### config.mk
export PLATFORM = sky130hd
export DESIGN_NAME = rr_adc_sampler
export DESIGN_NICKNAME = d
export VERILOG_FILES = /design/src/rtl/rrs_pkg.sv /design/src/rtl/rrs_sclk_gen.sv /design/src/rtl/rrs_result_bank.sv /design/src/rtl/rr_adc_sampler.sv
export SDC_FILE = /design/constraint.sdc
export NUM_CORES = 1
export LEC_CHECK = 0
export BUFFER_PORTS_ARGS = -buffer_cell sky130_fd_sc_hd__buf_2
export CAP_MARGIN = 20
export CORE_MARGIN = 8
export CORE_UTILIZATION = 40
export CTS_BUF_LIST = sky130_fd_sc_hd__clkbuf_16
export DETAILED_ROUTE_END_ITERATION = 10
export HOLD_SLACK_MARGIN = 0.06
export PLACE_DENSITY_LB_ADDON = 0.3
export SYNTH_ARGS = -nofsm -noshare
export SYNTH_HDL_FRONTEND = slang
export SYNTH_HIERARCHICAL = 1
export SYNTH_SLANG_ARGS = --single-unit
### constraint.sdc
create_clock -name clk -period 2.9 [get_ports clk]
set_clock_uncertainty 0.05 [all_clocks]
set_input_delay 0.435 -clock clk [delete_from_list [all_inputs] [get_ports clk]]
set_output_delay 0.435 -clock clk [all_outputs]
set_load 0.01 [all_outputs]
### src/rtl/rrs_pkg.sv
package rrs_pkg;

    localparam int MAX_CH   = 8;
    localparam int SAMPLE_W = 16;

    typedef enum logic [1:0] {
        MODE_QUAD12 = 2'd0,
        MODE_OCT15  = 2'd1,
        MODE_OCT16  = 2'd2,
        MODE_RSVD   = 2'd3
    } mode_e;

    typedef enum logic [1:0] {
        ST_IDLE   = 2'd0,
        ST_SHIFT  = 2'd1,
        ST_COMMIT = 2'd2,
        ST_GAP    = 2'd3
    } state_e;

    function automatic logic [4:0] frame_clocks(input mode_e m);
        return (m == MODE_QUAD12) ? 5'd14 : 5'd16;
    endfunction

    function automatic logic [SAMPLE_W-1:0] keep_mask(input mode_e m);
        unique case (m)
            MODE_QUAD12: return 16'h0FFF;
            MODE_OCT15:  return 16'h7FFF;
            default:     return 16'hFFFF;
        endcase
    endfunction

    function automatic logic [2:0] last_channel(input mode_e m);
        return (m == MODE_QUAD12) ? 3'd3 : 3'd7;
    endfunction

endpackage

### src/rtl/rrs_sclk_gen.sv
module rrs_sclk_gen #(
    parameter int CLK_DIV = 4
) (
    input  logic clk,
    input  logic rst_n,
    input  logic run,
    output logic sclk,
    output logic rise,
    output logic fall
);
    localparam int HALF = CLK_DIV / 2;
    localparam int CW   = (HALF > 1) ? $clog2(HALF) : 1;

    logic [CW-1:0] cnt_q;
    logic          tick;

    assign tick = run && (cnt_q == CW'(HALF - 1));
    assign rise = tick && !sclk;
    assign fall = tick && sclk;

    always_ff @(posedge clk or negedge rst_n) begin
        if (!rst_n) begin
            cnt_q <= '0;
            sclk  <= 1'b0;
        end else if (!run) begin
            cnt_q <= '0;
            sclk  <= 1'b0;
        end else if (tick) begin
            cnt_q <= '0;
            sclk  <= ~sclk;
        end else begin
            cnt_q <= cnt_q + 1'b1;
        end
    end
endmodule

### src/rtl/rrs_result_bank.sv
module rrs_result_bank #(
    parameter int NUM_CH = 8,
    parameter int DATA_W = 16
) (
    input  logic                      clk,
    input  logic                      rst_n,
    input  logic                      wr_en,
    input  logic [$clog2(NUM_CH)-1:0] wr_ch,
    input  logic [DATA_W-1:0]         wr_data,
    input  logic [$clog2(NUM_CH)-1:0] rd_addr,
    output logic [DATA_W-1:0]         rd_data,
    output logic [NUM_CH-1:0]         valid
);
    localparam int AW = $clog2(NUM_CH);

    logic [DATA_W-1:0] res_q [NUM_CH];

    for (genvar g = 0; g < NUM_CH; g++) begin : g_chan
        always_ff @(posedge clk or negedge rst_n) begin
            if (!rst_n) begin
                res_q[g] <= '0;
                valid[g] <= 1'b0;
            end else if (wr_en && (wr_ch == AW'(g))) begin
                res_q[g] <= wr_data;
                valid[g] <= 1'b1;
            end
        end
    end

    assign rd_data = res_q[rd_addr];
endmodule

### src/rtl/rr_adc_sampler.sv
module rr_adc_sampler #(
    parameter int CLK_DIV   = 4,
    parameter int GAP_SCLKS = 2
) (
    input  logic        clk,
    input  logic        rst_n,
    input  logic        enable,
    input  logic [1:0]  mode,
    input  logic        sdi,
    output logic        sclk,
    output logic        cs_n,
    output logic [2:0]  cs_code,
    input  logic [2:0]  rd_addr,
    output logic [15:0] rd_data,
    output logic [7:0]  valid
);
    import rrs_pkg::*;

    localparam int GAP_CYC = GAP_SCLKS * CLK_DIV;
    localparam int GW      = $clog2(GAP_CYC + 1);

    state_e              state_q, state_d;
    mode_e               mode_q;
    logic [2:0]          ch_q;
    logic [4:0]          bit_cnt_q;
    logic [GW-1:0]       gap_cnt_q;
    logic [SAMPLE_W-1:0] shreg_q;
    logic                rise, fall;
    logic                wr_en;
    logic [SAMPLE_W-1:0] wr_data;
    logic                gap_done;

    assign gap_done = (gap_cnt_q == GW'(GAP_CYC - 1));

    rrs_sclk_gen #(.CLK_DIV(CLK_DIV)) u_sclk (
        .clk   (clk),
        .rst_n (rst_n),
        .run   (state_q == ST_SHIFT),
        .sclk  (sclk),
        .rise  (rise),
        .fall  (fall)
    );

    // Next-state logic
    always_comb begin
        state_d = state_q;
        unique case (state_q)
            ST_IDLE:   if (enable) state_d = ST_SHIFT;
            ST_SHIFT:  if (fall && bit_cnt_q == frame_clocks(mode_q)) state_d = ST_COMMIT;
            ST_COMMIT: state_d = ST_GAP;
            ST_GAP:    if (gap_done) state_d = enable ? ST_SHIFT : ST_IDLE;
        endcase
    end

    // State register
    always_ff @(posedge clk or negedge rst_n) begin
        if (!rst_n) state_q <= ST_IDLE;
        else        state_q <= state_d;
    end

    // Datapath registers
    always_ff @(posedge clk or negedge rst_n) begin
        if (!rst_n) begin
            mode_q    <= MODE_QUAD12;
            ch_q      <= '0;
            bit_cnt_q <= '0;
            gap_cnt_q <= '0;
            shreg_q   <= '0;
        end else begin
            if (state_q == ST_IDLE) begin
                mode_q <= mode_e'(mode);
                ch_q   <= '0;
            end
            if (state_q == ST_COMMIT)
                ch_q <= (ch_q == last_channel(mode_q)) ? 3'd0 : ch_q + 3'd1;
            if (state_q != ST_SHIFT) bit_cnt_q <= '0;
            else if (rise)           bit_cnt_q <= bit_cnt_q + 5'd1;
            if (rise) shreg_q <= {shreg_q[SAMPLE_W-2:0], sdi};
            gap_cnt_q <= (state_q == ST_GAP) ? gap_cnt_q + 1'b1 : '0;
        end
    end

    // Output decode
    always_comb begin
        cs_n    = (state_q != ST_SHIFT);
        cs_code = (mode_q == MODE_QUAD12) ? {1'b0, ch_q[1:0]} : ch_q;
        wr_en   = (state_q == ST_COMMIT);
        wr_data = shreg_q & keep_mask(mode_q);
    end

    rrs_result_bank #(.NUM_CH(MAX_CH), .DATA_W(SAMPLE_W)) u_bank (
        .clk     (clk),
        .rst_n   (rst_n),
        .wr_en   (wr_en),
        .wr_ch   (ch_q),
        .wr_data (wr_data),
        .rd_addr (rd_addr),
        .rd_data (rd_data),
        .valid   (valid)
    );
endmodule

[After elaboration in Yosys (flattened, before gate mapping)]
Cells that the tools add are included.
Operators by class
  add/subtract/negate cells: 4
  order comparisons: 1
  equality and inequality tests: 19
  mux-type cells: 22
  bitwise operators: 3
  reductions and logical operators: 19
Operator list (number)
  16-bit binary-select mux with 3-bit select: 1
  16-bit 2-to-1 mux: 2
  16-bit one-hot mux with 2 select lines: 1
  16-bit bitwise AND: 1
  3-bit 2-to-1 mux: 5
  5-bit 2-to-1 mux: 3
  3-bit == test (second input constant): 4
  1-bit logical AND: 12
  2-bit != test (second input constant): 4
  2-bit one-hot mux with 4 select lines: 1
  3-bit by 2-bit == test with 1-bit output (second input constant): 2
  2-bit 2-to-1 mux: 3
  5-bit by 1-bit adder with 5-bit output (second input constant): 1
  5-bit == test: 1
  1-bit 2-to-1 mux: 5
  4-bit by 1-bit adder with 4-bit output (second input constant): 1
  2-bit by 1-bit == test with 1-bit output (second input constant): 2
  2-bit == test (second input constant): 2
  4-bit by 3-bit == test with 1-bit output (second input constant): 1
  4-bit >= comparator (second input constant): 1
  2-bit logical NOT: 2
  4-bit 2-to-1 mux: 1
  3-bit inverter with 4-bit output: 1
  2-bit nonzero test: 2
  9 further kinds: 9
Word-level totals
  flip-flop bits (word level): 170
  bits of input ports: 9
  output and inout port bits: 29
  logic and storage cells: 92

[Depth between registers and ports, before layout]
Gate-level depths: netlist (run 1).
  depth in word-level cells: 6
  mapped depth: 8
  gate-level depth less buffers: 7

[Cells and area by module]
Netlist (run 1), hierarchy kept.
Modules (own cells, without submodules)
  rrs_result_bank: instances 1, cells an instance 352, area an instance 6203.4 um^2, sequential area each 3403.3 um^2
  rr_adc_sampler: instances 1, cells an instance 121, area an instance 1510.2 um^2, sequential area each 800.8 um^2
  rrs_sclk_gen: instances 1, cells an instance 8, area an instance 88.8 um^2, sequential area each 50.0 um^2

[Worst setup path after synthesis (run 1)]
OpenSTA, ideal clock, no wires.
  kind: register -> register
  start: register state_q[0]
  end: register u_bank/res_q[118] (netlist name)
  setup time: 125 ps
  arrival: 1844 ps
  required time: 2725 ps
  path slack: 880 ps
  stages on the path, launching flop included: 7
  path buffers: 2
  clock period less this slack: 2020 ps
  path through: dfrtp_1 -> inv_1 -> ha_1 -> buf_2 -> nor4b_4 -> buf_8 -> mux2_4
On the way
  word-level cells in the longest chain between the ends: 2
Ends and longest elaborated chain
  start, declared: RTL line rr_adc_sampler.sv:22  | state_e state_q, state_d;
  start signal, assigned: RTL line rr_adc_sampler.sv:58  | else state_q <= state_d;
  2-bit == test: RTL line rr_adc_sampler.sv:87  | wr_en = (state_q == ST_COMMIT);
  named net wr_en: RTL line rr_adc_sampler.sv:29  | logic wr_en;
  1-bit logical AND: RTL line rrs_result_bank.sv:23  | end else if (wr_en && (wr_ch == AW'(g))) begin
  end signal, assigned by index: RTL line rrs_result_bank.sv:24  | res_q[g] <= wr_data;
  end, declared: RTL line rrs_result_bank.sv:16  | logic [DATA_W-1:0] res_q [NUM_CH];
The timed path passes the listed nets, and every way through them passes these cells.
A chain may end at the register's enable or synchronous reset.

[Final worst setup path (run 1)]
  start: register state_q[0]
  end: register u_bank/res_q[20] (netlist name)
Same word-level chain as after synthesis.

==> reports/qor.txt, run 1 <==
status = complete, no violations
Yosys reg bits = 170
unrepaired setup endpoints after global routing = false
I/O pins = 38
Rows = 51
iteration-0 DRC count of the detailed router = 206
CTS tree = done
Crit Path Category = flip-flop to flip-flop
Critical Path AT = 2.77 ns
complex-gate fraction of the synthesized area = 0.00962
clk slew on worst S/H paths = 0.06 ns
postcts setup bufs = 0
simple-gate portion of the synthesized area = 0.0500
Crit. End Element = flip-flop
min-delay src = mode[0]
R2R Setup Slk = 0.38 ns
post-CTS resize count = 0
drt drc = 0
DIE AREA = 24200 um^2
Ys Warns = 6
relative slew slack = 0.426
largest family of logic cells by synthesized area = multiplexers
asr flop ratio synth = 1.00
Synth Net Count = 498
All-Layer GR Usage = 0.136
minimum clock period = 2.52 ns
dpl cell area = 8240 um^2
worst r2r path cells = 4
Setup crit start kind = flip-flop
die height = 156 um
setup TNS = 0 ns
number of vias per cell = 5.16
worst-case clock buffer depth = 2
CTS Sinks = 170
pin count of the biggest net entering global routing = 85
Final Cycle Share = 0.870
FILL cells = 1705
initial core utilization = 0.404
via count = 4121
Post-Synth XOR/XNOR Area = 0.00786
crit-path max cell delay = 0.78 ns
H-tree lvl count = 4
die extent in x = 156 um
Routed Wire Length = 15.3 mm
core footprint = 19300 um^2
mux cell area share after synthesis = 0.343
WP depth = 4
Setup Viol. Count Final = 0
Post-synth EDFFs = 0
CP bufs+invs = 1
P_leak = 4.56 nW
Core Util, Final = 0.454
register area share after synthesis = 0.545
number of global-route vias before repair = 4629
worst path cell trace = inv_1 -> ha_1 -> nand4b_2 -> mux2_2
worst hold path depth = 2
initial antenna violation count = 0
Peak supply drop = 0.000424 V
Max Clock Freq = 0.397 GHz
Mean Syn Cell Area = 16.2 um^2
r2r startpoint = state_q[0]$_DFFE_PN0P_
Hold Path Class = input pin to flip-flop
DRT Pass-1 Iters = 5
Slew @ Worst Pin = 0.857 ns
Power per Cell Area = 521 nW/um^2
Cells after Synth = 481
number of buffers created by CTS = 17
Fin. Hold Viols = 0
Critical-path top delay cell = nand4b_2
Critical Path Fanout Max = 17
max-cap viol count = 0
Crit path max-delay family = simple AND/OR/NAND/NOR gates
synthesized area = 7800 um^2
fin nets = 537
IO Port Bufs = 37
GRT overflow = 0
antenna cells = 0
Detail Route Antenna Nets = 0
CTS root buf = clkbuf_16
P&R area growth vs syn = 12.5%
GPL Wtd Cong = 0.691
Netlist cell types = 47
CP startpoint = state_q[0]$_DFFE_PN0P_
Post-DP HPWL = 9.23 mm
clk_lat worst skew = 0.42 ns
share of layout cells above drive strength 1 = 0.508
WL/cell = 19.2 um
design area = 8780 um^2
Top FF cell, synth = dfrtp_1
Req. time, crit path = 3.15 ns
fraction of the mapped netlist area in adder cells = 0.0128
final slew viol count = 0
first-pass GRT wire length = 25.4 mm
Hold-fix buffers, CTS = 1
cell type report:
class,instances,area [um^2],share of cell area
clock buffer,17,425,0.0485
sequential,170,4250,0.485
tap,265,332,0.0378
timing repair buffer,50,329,0.0375
clock inverter,15,108,0.0123
multi-input combinational,274,3300,0.376
inverter,7,26.3,0.00299
state kept, by name, summed over array words and instances (netlist names):
register	cells
state_q	2
ch_q	3
gap_cnt_q	4
u_sclk/cnt_q	1
u_bank/res_q	128
u_bank/valid	8
u_sclk/sclk	1
shreg_q	16
mode_q	2
bit_cnt_q	5
synthesized netlist by cell type (all sizes together), types with 3 or more instances:
cell type  number  area share
dfrtp         170        0.55
mux2          163        0.24
mux4           32        0.10
buf            28       0.027
nor2           12      0.0058
ha              8       0.013
inv             7      0.0034
and2            6      0.0055
or2             5      0.0040
xor2            5      0.0056
nand2b          4      0.0032
and4bb          3      0.0048
nand2           3      0.0014
nand3           3      0.0019
nand4           3      0.0032
nand4b          3      0.0058
o21ai           3      0.0019
cell families after synthesis:
kind of cell / after synthesis
mux: 196
flops: 170
simple gates: 52
buf+inv: 37
compound gates: 11
fa+ha+maj: 8
xor+xnor: 7
placed cells by master, fill, tap and decap left out, types with 4 or more instances in the layout:
master / count
clkinv_1: 6
mux4_1: 20
mux4_2: 12
buf_2: 36
mux2_2: 153
ha_1: 8
inv_1: 7
nand2b_1: 4
buf_4: 9
dfrtp_1: 170
clkbuf_16: 17
or2_2: 4
and2_2: 4
xor2_1: 5
nor2_1: 11
mux2_4: 9
worst paths after layout:
path / endpoint
min in group asynchronous: u_bank/valid[1]$_DFFE_PN0P_
max reg2reg: u_bank/res_q[20]$_DFFE_PN0P_
max: u_bank/res_q[20]$_DFFE_PN0P_
min reg2reg: gap_cnt_q[0]$_DFF_PN0_
min: mode_q[0]$_DFFE_PN0P_
max in group asynchronous: u_bank/res_q[90]$_DFFE_PN0P_
power by group:
part,internal [mW],switching [mW]
Sequential,2.38,0.0214
Clock,1.16,0.891
Combinational,0.0419,0.0811
per-stage QoR:
| stage | power (mW) | instances | hold WS, ns | setup slack (ns) |
|---|---|---|---|---|
| 3_5_place_dp | 2.57 | 765 | 0.398 | 0.410 |
| 5_1_grt | 4.77 | 798 | 0.186 | 0.264 |
| 2_1_floorplan | 2.49 | 481 | 0.0894 | 0.880 |
| 6_report | 4.58 | 798 | 0.201 | 0.378 |
| 4_1_cts | 4.67 | 798 | 0.178 | 0.394 |
| 3_3_place_gp | 2.57 | 765 | 0.389 | 0.550 |
per-layer routing:
layer / share of wire / track usage / wire [um]
met2: 0.49 / 0.221 / 7420
met1: 0.47 / 0.176 / 7170
met4: 0.012 / 0.0457 / 184
met3: 0.034 / 0.0341 / 518
met5: 0 / 0 / 0
No activity file was read; power rests on OpenSTA's default activity.
==> run 2, diff against run 1 <==
--- a/config.mk
+++ b/config.mk
@@ -13,6 +13,7 @@
 export DETAILED_ROUTE_END_ITERATION = 10
 export HOLD_SLACK_MARGIN = 0.06
 export PLACE_DENSITY_LB_ADDON = 0.3
+export REMOVE_ABC_BUFFERS = 1
 export SYNTH_ARGS = -nofsm -noshare
 export SYNTH_HDL_FRONTEND = slang
 export SYNTH_HIERARCHICAL = 1
==> run 2 against run 1 <==
  * Cell area grew 0.90%
  * Combinational power is essentially flat
  * Utilization grew 0.41 points
  * Die area is the same
  * Clock power grew 12%
==> reports/qor.txt, run 2 (synthesis results as in run 1) <==
status = complete, no violations
Slew @ Worst Pin = 0.739 ns (-0.118 ns)
GRT overflow = 0 (unchanged)
post-CTS resize count = 0 (unchanged)
Hold Path Class = input pin to flip-flop
unrepaired setup endpoints after global routing = false
DIE AREA = 24200 um^2 (unchanged)
first-pass GRT wire length = 25.4 mm (about the same)
clk_lat worst skew = 0.42 ns (about the same)
worst-case clock buffer depth = 2 (unchanged)
Final Cycle Share = 0.821 (-0.0487)
Multi-input gate area = 3300 um^2 (unchanged)
core footprint = 19300 um^2 (unchanged)
largest reg by FF count = u_bank/res_q
Crit Path Category = flip-flop to flip-flop
Max Clock Freq = 0.420 GHz (+5.9%)
DRT Pass-1 Iters = 4 (-1)
share of layout cells above drive strength 1 = 0.516 (+0.00750)
number of global-route vias before repair = 4608 (-0.45%)
P&R area growth vs syn = 13.5%
worst r2r path cells = 4 (unchanged)
CTS tree = done
setup TNS = 0 ns (unchanged)
P_leak = 4.61 nW (+1.0%)
antenna cells = 0 (unchanged)
busiest grt layer = met2
clk slew on worst S/H paths = 0.06 ns (about the same)
CTS Sinks = 170 (unchanged)
relative slew slack = 0.505 (+0.0789)
minimum clock period = 2.38 ns (-0.141 ns)
Seq. cell area = 4250 um^2 (unchanged)
FF-to-FF End = u_bank/res_q[34]$_DFFE_PN0P_
Hold-fix buffers, CTS = 1 (unchanged)
I/O pins = 38 (unchanged)
most frequent cells in the layout = dfrtp_1 (170), mux2_2 (153), buf_2 (36), mux4_1 (20), clkbuf_16 (17)
Setup Viol. Count Final = 0 (unchanged)
Post-DP HPWL = 9.24 mm (+0.10%)
worst hold path depth = 2 (unchanged)
biggest regs = u_bank/res_q (128), shreg_q (16), u_bank/valid (8)
pin count of the biggest net entering global routing = 63 (-26%)
IO Port Bufs = 37 (unchanged)
drt drc = 0 (unchanged)
initial antenna violation count = 0 (unchanged)
commonest non-fill, non-tap cell in the layout = dfrtp_1
fin nets = 537 (unchanged)
All-Layer GR Usage = 0.137 (+0.000163)
Critical Path AT = 2.64 ns (-0.13 ns)
grt met1 use = 0.179 (+0.00328)
Crit. End Element = flip-flop
CTS root buf = clkbuf_16
Critical Path Fanout Max = 17 (unchanged)
number of vias per cell = 5.18 (+0.24%)
H-tree lvl count = 4 (unchanged)
Routed Wire Length = 15.3 mm (+0.23%)
iteration-0 DRC count of the detailed router = 173 (-16%)
die height = 156 um (unchanged)
placed insts = 765 (unchanged)
via count = 4131 (+0.24%)
Rows = 51 (unchanged)
number of buffers created by CTS = 17 (unchanged)
max reg flops = 128 (unchanged)
Core Util, Final = 0.458 (+0.00408)
r2r startpoint = state_q[0]$_DFFE_PN0P_
max-cap viol count = 0 (unchanged)
min-delay src = sdi
Req. time, crit path = 3.16 ns (about the same)
met2 Use GR = 0.216 (-0.00438)
die extent in x = 156 um (unchanged)
fin cells = 798 (unchanged)
hold worst-path end = shreg_q[0]$_DFFE_PN0P_
GR Util met3 = 0.0319 (-0.00222)
postcts setup bufs = 0 (unchanged)
WL/cell = 19.2 um (+0.23%)
Fin. Hold Viols = 0 (unchanged)
R2R Setup Slk = 0.52 ns (+0.14 ns)
Power per Cell Area = 544 nW/um^2 (+4.4%)
Peak supply drop = 0.000410 V (-3.2%)
initial core utilization = 0.404 (unchanged)
final slew viol count = 0 (unchanged)
FILL cells = 1686 (-1.1%)
GPL Wtd Cong = 0.767 (+11%)
Detail Route Antenna Nets = 0 (unchanged)
Setup crit start kind = flip-flop
## run 2: cell count changes in the layout (fill, tap and decap cells not counted)
| cell | previous run | this run |
|---|---|---|
| bufinv_16 | 1 | 3 |
| inv_1 | 7 | 8 |
| buf_12 | 3 | 4 |
| clkinvlp_4 | 2 | 1 |
| clkinv_1 | 6 | 1 |
| clkinv_4 | 1 | 2 |
| buf_4 | 9 | 8 |
| inv_8 | 0 | 1 |
| inv_6 | 2 | 3 |
## run 2: layer usage
| layer | wire length [um] | part of all wire |
|---|---|---|
| met4 | 182 | 0.012 |
| met1 | 7190 | 0.47 |
| met5 | 0 | 0 |
| met2 | 7370 | 0.48 |
| met3 | 582 | 0.038 |
## run 2: worst max-delay path, cell delays in order, from the launching register on
cell and delay [ns]:
dfrtp_1 0.43, inv_1 0.13, ha_1 0.46, nand4b_2 0.67
mux2_2 0.51
## run 2: how the worst max path moves through the flow
stage                                start                            end  slack [ns]  cells after the start
floorplan           state_q[0]$_DFFE_PN0P_  u_bank/res_q[112]$_DFFE_PN0P_        0.60                      4
global placement                rd_addr[0]                     rd_data[4]        0.55                      5
detailed placement  state_q[0]$_DFFE_PN0P_   u_bank/res_q[40]$_DFFE_PN0P_        0.51                      4
CTS                 state_q[0]$_DFFE_PN0P_   u_bank/res_q[34]$_DFFE_PN0P_        0.50                      4
global route        state_q[0]$_DFFE_PN0P_   u_bank/res_q[32]$_DFFE_PN0P_        0.37                      4
finish              state_q[0]$_DFFE_PN0P_   u_bank/res_q[34]$_DFFE_PN0P_        0.52                      4
## run 2: through the flow
stage	setup WS [ns]	cell area [um^2]	hold WS (ns)	power [mW]
floorplan	0.596	7580	0.0894	2.47
global placement	0.548	8250	0.361	2.57
detailed placement	0.513	8250	0.367	2.57
CTS	0.502	8860	0.171	4.90
global route	0.370	8860	0.186	5.01
finish	0.520	8860	0.190	4.82
## run 2: layout make-up
class | instances | area share
Clock inverter | 15 | 0.0196
Inverter | 7 | 0.00297
Tap cell | 265 | 0.0374
Multi-Input combinational cell | 274 | 0.373
Sequential cell | 170 | 0.480
Clock buffer | 17 | 0.0480
Timing Repair Buffer | 50 | 0.0386
## run 2: power by group
part	leakage [nW]	switching, mW	internal [mW]	total, mW
sequential	2.33	0.0217	2.38	2.40
combinational	1.98	0.0797	0.0429	0.123
clock	0.300	0.939	1.36	2.30
total	4.61	1.04	3.78	4.82
==> run 3, diff against run 2 <==
==> constraint.sdc (replaced) <==
create_clock -name clk -period 2.4 [get_ports clk]
set_clock_uncertainty 0.05 [all_clocks]
set_input_delay 0.36 -clock clk [delete_from_list [all_inputs] [get_ports clk]]
set_output_delay 0.36 -clock clk [all_outputs]
set_load 0.01 [all_outputs]
==> run 3 against run 2 <==
  * Largest cell class unchanged
  * Register-to-register slack worse by 0.24 ns
  * Critical endpoint is now rd_data[13]
  * Hold slack got worse by 0.067 ns
  * Combinational power rose by 27%
  * Sequential share of layout area shrank 0.70 points
==> reports/qor.txt, run 3 (synthesis results as in run 1) <==
status = complete, no violations
Crit. End Element = output pin
Critical Path AT = 1.75 ns (-0.89 ns)
antenna cells = 0 (unchanged)
Rows = 51 (unchanged)
max-cap viol count = 0 (unchanged)
core footprint = 19300 um^2 (unchanged)
WL/cell = 19.4 um (+1.3%)
relative slew slack = 0.577 (+0.0717)
final slew viol count = 0 (unchanged)
CTS tree = done
H-tree lvl count = 4 (unchanged)
number of buffers created by CTS = 17 (unchanged)
share of layout cells above drive strength 1 = 0.523 (+0.00733)
crit-path max cell delay = 0.49 ns (-0.18 ns)
Hold Path Class = input pin to flip-flop
Fin. Hold Viols = 0 (unchanged)
initial antenna violation count = 0 (unchanged)
worst-case clock buffer depth = 2 (unchanged)
CTS Sinks = 170 (unchanged)
Final Cycle Share = 0.899
Detail Route Antenna Nets = 0 (unchanged)
Int Pwr = 4.70 mW (+24%)
Hold-fix buffers, CTS = 1 (unchanged)
r2r startpoint = state_q[0]$_DFFE_PN0P_
worst path cell trace = mux4_1 -> mux2_2 -> buf_2
Critical Path Fanout Max = 2 (-15)
Net Switching = 1.30 mW (+25%)
max reg flops = 128 (unchanged)
Req. time, crit path = 1.99 ns (-1.17 ns)
pin count of the biggest net entering global routing = 66 (+4.8%)
setup TNS = 0 ns (unchanged)
Critical-path top delay cell = mux4_1
number of vias per cell = 5.23 (+1.0%)
post-CTS resize count = 0 (unchanged)
met2 Use GR = 0.216 (unchanged)
drt drc = 0 (unchanged)
clk_lat worst skew = 0.42 ns (about the same)
Crit Path Category = flip-flop to output pin
iteration-0 DRC count of the detailed router = 210 (+21%)
minimum clock period = 2.16 ns
Core Util, Final = 0.465 (+0.00673)
initial core utilization = 0.404 (unchanged)
number of global-route vias before repair = 4592 (-0.35%)
I/O pins = 38 (unchanged)
Routed Wire Length = 15.6 mm (+1.8%)
Power per Cell Area = 668 nW/um^2 (+23%)
DIE AREA = 24200 um^2 (unchanged)
Slew @ Worst Pin = 0.634 ns (-0.105 ns)
Setup crit start kind = flip-flop
CTS root buf = clkbuf_16
Peak supply drop = 0.000480 V (+17%)
GR Util met3 = 0.0349 (+0.00305)
worst r2r path cells = 5 (+1)
first-pass GRT wire length = 25.6 mm (+0.60%)
FF-to-FF End = u_bank/res_q[112]$_DFFE_PN0P_
GRT overflow = 0 (unchanged)
commonest non-fill, non-tap cell in the layout = dfrtp_1
busiest grt layer = met2
Max Clock Freq = 0.463 GHz
postcts setup bufs = 0 (unchanged)
logic gate share of total power = 0.026 (about the same)
worst hold path depth = 2 (unchanged)
Setup Viol. Count Final = 0 (unchanged)
hold worst-path end = shreg_q[0]$_DFFE_PN0P_
min-delay src = sdi
Seq pwr share = 0.483 (-0.015)
die extent in x = 156 um (unchanged)
P&R area growth vs syn = 15.2%
Switching Share = 0.217 (+0.00137)
biggest regs = u_bank/res_q (128), shreg_q (16), u_bank/valid (8)
R2R Setup Slk = 0.28 ns (-0.24 ns)
fin nets = 541 (+0.74%)
Post-DP HPWL = 9.63 mm (+4.2%)
largest reg by FF count = u_bank/res_q
die height = 156 um (unchanged)
Clock power frac = 0.491 (+0.015)
clk slew on worst S/H paths = 0.06 ns (about the same)
IO Port Bufs = 37 (unchanged)
grt met1 use = 0.183 (+0.00393)
DRT Pass-1 Iters = 4 (unchanged)
unrepaired setup endpoints after global routing = false
All-Layer GR Usage = 0.137 (about the same)
via count = 4194 (+1.5%)
P_leak = 4.65 nW (+0.91%)
most frequent cells in the layout = dfrtp_1 (170), mux2_2 (153), buf_2 (36), mux4_1 (20), clkbuf_16 (17)
GPL Wtd Cong = 0.712 (-7.2%)
## run 3: how the worst max path moves through the flow
| stage | from | end | cells past startpoint |
|---|---|---|---|
| CTS | u_bank/res_q[109]$_DFFE_PN0P_ | rd_data[13] | 3 |
| global placement | rd_addr[0] | rd_data[0] | 5 |
| finish | u_bank/res_q[109]$_DFFE_PN0P_ | rd_data[13] | 3 |
| detailed placement | rd_addr[0] | rd_data[3] | 5 |
| floorplan | state_q[0]$_DFFE_PN0P_ | u_bank/res_q[112]$_DFFE_PN0P_ | 4 |
| global route | rd_addr[0] | rd_data[3] | 5 |
## run 3: layout make-up
class	instances	area, um^2
clock buffers	17	425
clock inverters	15	211
fillers	1639	10300
inverters	7	26.3
multi-input cells	274	3300
flip-flops and latches	170	4250
well taps	265	332
repair buffers	54	434
## run 3: critical path: cells and delay by family, from the launching register on
family	cells	cell delay, ns
flip-flops	1	0.38
buffers and inverters	1	0.15
multiplexers	2	0.80
## run 3: metrics by stage
stage | cells | total power [mW] | setup WS [ns] | hold WS [ns] | cell area (um^2)
finish | 802 | 6.00 | 0.242 | 0.123 | 8990
floorplan | 451 | 2.98 | 0.0961 | 0.0144 | 7580
global placement | 769 | 3.11 | 0.234 | 0.347 | 8340
CTS | 802 | 6.09 | 0.202 | 0.103 | 8990
global route | 802 | 6.21 | 0.173 | 0.104 | 8990
detailed placement | 769 | 3.12 | 0.233 | 0.366 | 8340
## run 3: power groups by stage
stage | logic, mW | clock network, mW | registers [mW]
floorplan | 0.0350 | 0 | 2.95
global placement | 0.156 | 0 | 2.95
detailed placement | 0.161 | 0 | 2.95
CTS | 0.163 | 3.03 | 2.90
global route | 0.175 | 3.13 | 2.90
finish | 0.156 | 2.95 | 2.90
## run 3: layer usage
layer	wire length, um	share of wire
met1	7450	0.48
met2	7450	0.48
met3	570	0.037
met4	131	0.0084
met5	0	0
